<file path="config.mk">
export PLATFORM = sky130hd
export DESIGN_NAME = irq_prio_sel
export DESIGN_NICKNAME = d
export VERILOG_FILES = /design/src/rtl/irq_sel_pkg.sv /design/src/rtl/irq_gate.sv /design/src/rtl/irq_pick.sv /design/src/rtl/irq_prio_sel.sv
export SDC_FILE = /design/constraint.sdc
export NUM_CORES = 1
export LEC_CHECK = 0
export BUFFER_PORTS_ARGS = -buffer_cell sky130_fd_sc_hd__buf_2
export CELL_PAD_IN_SITES_DETAIL_PLACEMENT = 0
export CELL_PAD_IN_SITES_GLOBAL_PLACEMENT = 2
export CORE_ASPECT_RATIO = 0.8
export CORE_MARGIN = 2
export CORE_UTILIZATION = 20
export DETAILED_ROUTE_END_ITERATION = 10
export PLACE_DENSITY_LB_ADDON = 0.1
export REMOVE_ABC_BUFFERS = 1
export SLEW_MARGIN = 20
export SYNTH_ARGS = -nofsm -noshare
export SYNTH_HDL_FRONTEND = slang
export SYNTH_SLANG_ARGS = --single-unit
</file>
<file path="constraint.sdc">
create_clock -name clk -period 3.06 [get_ports clk]
set_input_delay 0.612 -clock clk [delete_from_list [all_inputs] [get_ports clk]]
set_output_delay 0.612 -clock clk [all_outputs]
set_load 0.03 [all_outputs]
</file>
<file path="src/rtl/irq_sel_pkg.sv">
// Shared types for the interrupt priority selector.
// Assumes the privilege encoding U=0, S=1, M=3; the value 2 is never driven.
package irq_sel_pkg;
    typedef enum logic [1:0] {
        PRIV_U = 2'd0,
        PRIV_S = 2'd1,
        PRIV_M = 2'd3
    } priv_t;
endpackage

</file>
<file path="src/rtl/irq_gate.sv">
// Per-source eligibility: forms candidates from pending and enable, then gates
// each candidate with the machine or supervisor global condition chosen by its
// delegation bit. Purely combinational. Assumes priv_i is never 2.
module irq_gate
    import irq_sel_pkg::*;
#(
    parameter int XLEN = 64
) (
    input  logic [XLEN-1:0] pend_i,
    input  logic [XLEN-1:0] en_i,
    input  logic [XLEN-1:0] deleg_i,
    input  priv_t           priv_i,
    input  logic            m_gie_i,
    input  logic            s_gie_i,
    output logic [XLEN-1:0] cand_o,
    output logic [XLEN-1:0] elig_o,
    output logic            m_on_o,
    output logic            s_on_o
);
    // Global conditions per level, from privilege and enable bits
    always_comb begin
        m_on_o = (priv_i != PRIV_M) || m_gie_i;
        s_on_o = (priv_i == PRIV_U) || ((priv_i == PRIV_S) && s_gie_i);
    end

    assign cand_o = pend_i & en_i;

    // One gate per source, selected by its delegation bit
    for (genvar g = 0; g < XLEN; g++) begin : g_src
        assign elig_o[g] = cand_o[g] & (deleg_i[g] ? s_on_o : m_on_o);
    end
endmodule

</file>
<file path="src/rtl/irq_pick.sv">
// Lowest-index finder (trailing-zero count) over an eligibility vector.
// Combinational; idx_o is 0 when found_o is low.
module irq_pick #(
    parameter int XLEN = 64,
    localparam int IW  = $clog2(XLEN)
) (
    input  logic [XLEN-1:0] vec_i,
    output logic            found_o,
    output logic [IW-1:0]   idx_o
);
    // Scan from the top so the lowest set bit is the last assignment
    always_comb begin
        idx_o = '0;
        for (int i = XLEN - 1; i >= 0; i--) begin
            if (vec_i[i]) idx_o = IW'(i);
        end
    end

    assign found_o = |vec_i;
endmodule

</file>
<file path="src/rtl/irq_prio_sel.sv">
// Top of the interrupt priority selector: gating, lowest-index pick, cause
// word formation and an optional output register (REG_OUT=1) with synchronous
// active-low reset. Assumes XLEN is 32 or 64 and priv_i is never 2.
module irq_prio_sel
    import irq_sel_pkg::*;
#(
    parameter int XLEN    = 64,
    parameter bit REG_OUT = 1'b1,
    localparam int IW     = $clog2(XLEN)
) (
    input  logic            clk,
    input  logic            rst_n,
    input  logic [XLEN-1:0] pend_i,
    input  logic [XLEN-1:0] en_i,
    input  logic [XLEN-1:0] deleg_i,
    input  logic [1:0]      priv_i,
    input  logic            m_gie_i,
    input  logic            s_gie_i,
    output logic            take_o,
    output logic [XLEN-1:0] cause_o
);
    if (XLEN != 32 && XLEN != 64) begin : g_bad_width
        $error("irq_prio_sel: XLEN must be 32 or 64");
    end

    logic [XLEN-1:0] cand, elig;
    logic            m_on, s_on, found;
    logic [IW-1:0]   idx;
    logic [XLEN-1:0] cause_d;

    irq_gate #(.XLEN(XLEN)) u_gate (
        .pend_i (pend_i),
        .en_i   (en_i),
        .deleg_i(deleg_i),
        .priv_i (priv_t'(priv_i)),
        .m_gie_i(m_gie_i),
        .s_gie_i(s_gie_i),
        .cand_o (cand),
        .elig_o (elig),
        .m_on_o (m_on),
        .s_on_o (s_on)
    );

    irq_pick #(.XLEN(XLEN)) u_pick (
        .vec_i  (elig),
        .found_o(found),
        .idx_o  (idx)
    );

    // Cause word: interrupt flag in the MSB, index in the low bits, else zero
    always_comb begin
        cause_d = '0;
        if (found) begin
            cause_d[XLEN-1] = 1'b1;
            cause_d[IW-1:0] = idx;
        end
    end

    if (REG_OUT) begin : g_reg
        // Output register, cleared by synchronous reset
        always_ff @(posedge clk) begin
            if (!rst_n) begin
                take_o  <= 1'b0;
                cause_o <= '0;
            end else begin
                take_o  <= found;
                cause_o <= cause_d;
            end
        end

        logic [XLEN-1:0] sel_oh;
        assign sel_oh = XLEN'(1) << cause_o[IW-1:0];


        cand_src_chk: assert property (@(posedge clk) disable iff (!rst_n)
            take_o |-> (|($past(cand) & sel_oh)));

        m_level_chk: assert property (@(posedge clk) disable iff (!rst_n)
            (priv_i == 2'd3 && !m_gie_i) |-> !m_on);

        s_level_chk: assert property (@(posedge clk) disable iff (!rst_n)
            (priv_i == 2'd3) |-> !s_on);

        gate_route_chk: assert property (@(posedge clk) disable iff (!rst_n)
            take_o |-> ((|($past(deleg_i) & sel_oh)) ? $past(s_on) : $past(m_on)));

        lowest_win_chk: assert property (@(posedge clk) disable iff (!rst_n)
            take_o |-> (($past(elig) & (sel_oh - XLEN'(1))) == '0));

        cause_form_chk: assert property (@(posedge clk) disable iff (!rst_n)
            take_o |-> (cause_o[XLEN-1] && cause_o[XLEN-2:IW] == '0));

        idle_zero_chk: assert property (@(posedge clk) disable iff (!rst_n)
            !take_o |-> (cause_o == '0));

        none_idle_chk: assert property (@(posedge clk) disable iff (!rst_n)
            ($past(elig) == '0) |-> !take_o);
    end else begin : g_comb
        assign take_o  = found;
        assign cause_o = cause_d;
    end
endmodule

</file>
==> metrics.md <==
| Metric | Value |
|---|---|
| Status | complete, no violations |
| Rows | 44 |
| Pwr Density | 228 nW/µm² |
| Hold Crit Class | in -> reg |
| Crit path arrival time | around 2.9 ns |
| Largest cells by area after synthesis | buf_4 12%, nand3b_1 10%, a21oi_1 9.7% |
| Drt total wl | about 16 mm |
| Post-synth EDFFs | 0 |
| Place WS | just over 0.004 ns |
| Initial Util | 0.203 |
| WL per Instance | between 15 and 20 µm |
| Seq/Total Area, Yosys | 0.0383 |
| GR Util All Layers | 0.159 |
| Pin count of the biggest net entering global routing | 26 |
| CP max-delay cell | or4_4 |
| CTS Buffer Depth | 2 |
| Synth top area share | 0.123 |
| Mean post-synth cell area | between 6 and 7 µm² |
| Area after DPL | roughly 4800 µm² |
| Hold buffer count at cts | 0 |
| Most frequent cells in the layout | 205 x buf_2, 77 x nand2_1, 71 x a21oi_1, 70 x nand3_1, 57 x conb_1 |
| RSZ-0062 raised after global routing | false |
| Area of the mapped netlist | roughly 3700 µm² |
| Fmax | around 360 MHz |
| Leakage power total | ~2.2 nW |
| Final setup fails | 0 |
| CP Class | in -> reg |
| Max reg flops | 7 |
| Number of global-route vias before repair | about 4.8k |
| Mapped Cells | between 500 and 600 |
| # DRC | 0 |
| First-pass DRT Iterations | 5 |
| Seq cells post-synth | 7 |
| CP max stage delay | 0.46 ns |
| Post-route ant nets | 0 |
| Share of layout cells above drive strength 1 | 0.304 |
| Antenna diodes | 0 |
| Final Cell Area | approximately 4900 µm² |
| Asr flop ratio synth | 0 |
| Clk pin slew, worst setup/hold paths | around 0.04 ns |
| Post CTS Setup Buffer Count | 0 |
| Critical Path Fanout Max | 9 |
| Endpoints failing hold | 0 |
| CP endpoint kind | flop |
| Slew Limit Fails | 0 |
| Post-layout util | 0.270 |
| Final worst setup slack | approximately 0.27 ns |
| Critical path cell sequence | buf_2 -> nand3b_2 -> a22oi_1 -> nand2_1 -> or4_4 -> o41ai_4 -> buf_4 -> a211oi_1 |
| PortBufs | 205 |
| First-pass GRT wire length | approximately 25 mm |
| Buf/Inv on CP | 2 |
| Die width | roughly 160 µm |
| Largest register by flop count | cause_o |
| WP depth | 8 |
| Largest delay contributor family on the critical path | simple AND/OR/NAND/NOR gates |
| CTS tree | yes |
| GPL Wtd Cong | between 0.8 and 0.9 |
| Synth area leader | buf_4 |
| Crit path capture | cause_o[1] |
| # clock sinks | 7 |
| Post-synth cell types | between 50 and 60 |
| Num ports | ~260 |
| Hpwl dp | about 14 mm |
| Fillcell total | about 2.1k |
| Full die area | ~19000 µm² |
| Period minus WS final | around 2.8 ns |
| Most common cell after layout, fill and taps aside | buf_2 |
| Core box area | approximately 18000 µm² |
| Biggest regs | cause_o: 7 flops |
| Nets | around 980 |
| Initial DRC Count | ~340 |
| Synth Flop Type | dfxtp_1 |
| Grt ovf | 0 |
| Required @ worst endpoint | roughly 3.1 ns |
| Startpoint types | input pin |
| CTS Buf Count | 3 |
| DR vias/cell | 5.07 |
| P&R area growth vs syn | 33.3% |
| Initial antenna violation count | 0 |
| Synth Warn # | 0 |
| Root Buffer | clkbuf_16 |
| Die height | approximately 120 µm |
| H-tree levels | 1 |
| Final period util | 0.913 |
| Routed via count | about 5.2k |
| Max Cap Viol | 0 |
| Worst setup path startpoint | m_gie_i |
| Maximum VDD drop | ~140 µV |
| Post-cts resize count | 0 |
-- cells by family after synthesis --
| group | Yosys count | synth area share |
|---|---|---|
| DFF | 7 | 0.0383 |
| other | 1 | 0.00102 |
| and+or+nand+nor | 273 | 0.401 |
| AOI/OAI and AO/OA | 216 | 0.399 |
| buffers and inverters | 87 | 0.161 |
-- layout make-up --
type / instances / area, µm² / share of cell area
Multi-Input combinational cell: 546 / 3150 / 0.645
Inverter: 3 / 11.3 / 0.00231
Timing Repair Buffer: 225 / 1210 / 0.249
Sequential cell: 7 / 140 / 0.0287
Clock buffer: 4 / 78.8 / 0.0162
Tap cell: 230 / 288 / 0.0590
-- synth_stat cells (4+ instances only) --
cell type  number
o22ai_1         4
a21oi_1        71
o22a_1          4
o2111ai_1      23
nand3b_1       51
a22oi_1        14
a211oi_1       10
nand2_1        77
buf_4          60
and2_1          7
nor2_1         20
buf_2          11
o31ai_1         4
nand4_1        26
nand2b_1        7
dfxtp_1         7
a41oi_1         4
a221oi_1        4
nand3_1        70
a31oi_1        13
clkbuf_1       10
o21ai_0        33
o211ai_1        5
-- metrics by stage --
| step | setup TNS (ns) | total power, mW | instances | hold WS, ns |
|---|---|---|---|---|
| 2_1_floorplan | -0.790 | 0.546 | 556 | 0.742 |
| 3_3_place_gp | 0 | 0.895 | 1011 | 0.909 |
| 3_5_place_dp | 0 | 0.895 | 1011 | 0.915 |
| 4_1_cts | 0 | 1.12 | 1015 | 0.684 |
| 5_1_grt | 0 | 1.21 | 1015 | 0.694 |
| 6_report | 0 | 1.11 | 1015 | 0.690 |
-- routing by layer --
layer | global-route usage | wire length, µm | vias up
met4 | 0.0173 | 86 | 0
met2 | 0.247 | 6880 | 251
li1 | - | - | 2579
met5 | 0 | 0 | -
met1 | 0.239 | 8160 | 2313
met3 | 0.0246 | 1210 | 8
-- power by group --
part / internal [mW] / switching [mW]
sequential: 0.0996 / 0.00411
combinational: 0.298 / 0.491
clock: 0.173 / 0.0460
-- how the worst min path moves through the flow --
stage,to,slack [ns],depth (start not counted),startpoint
2_1_floorplan,cause_o[63],0.74,2,rst_n
3_3_place_gp,cause_o[0],0.91,3,rst_n
3_5_place_dp,cause_o[0],0.92,3,rst_n
4_1_cts,cause_o[0],0.68,3,rst_n
5_1_grt,cause_o[0],0.69,3,rst_n
6_report,cause_o[0],0.69,3,rst_n
Power figures use the tool's default switching activity.
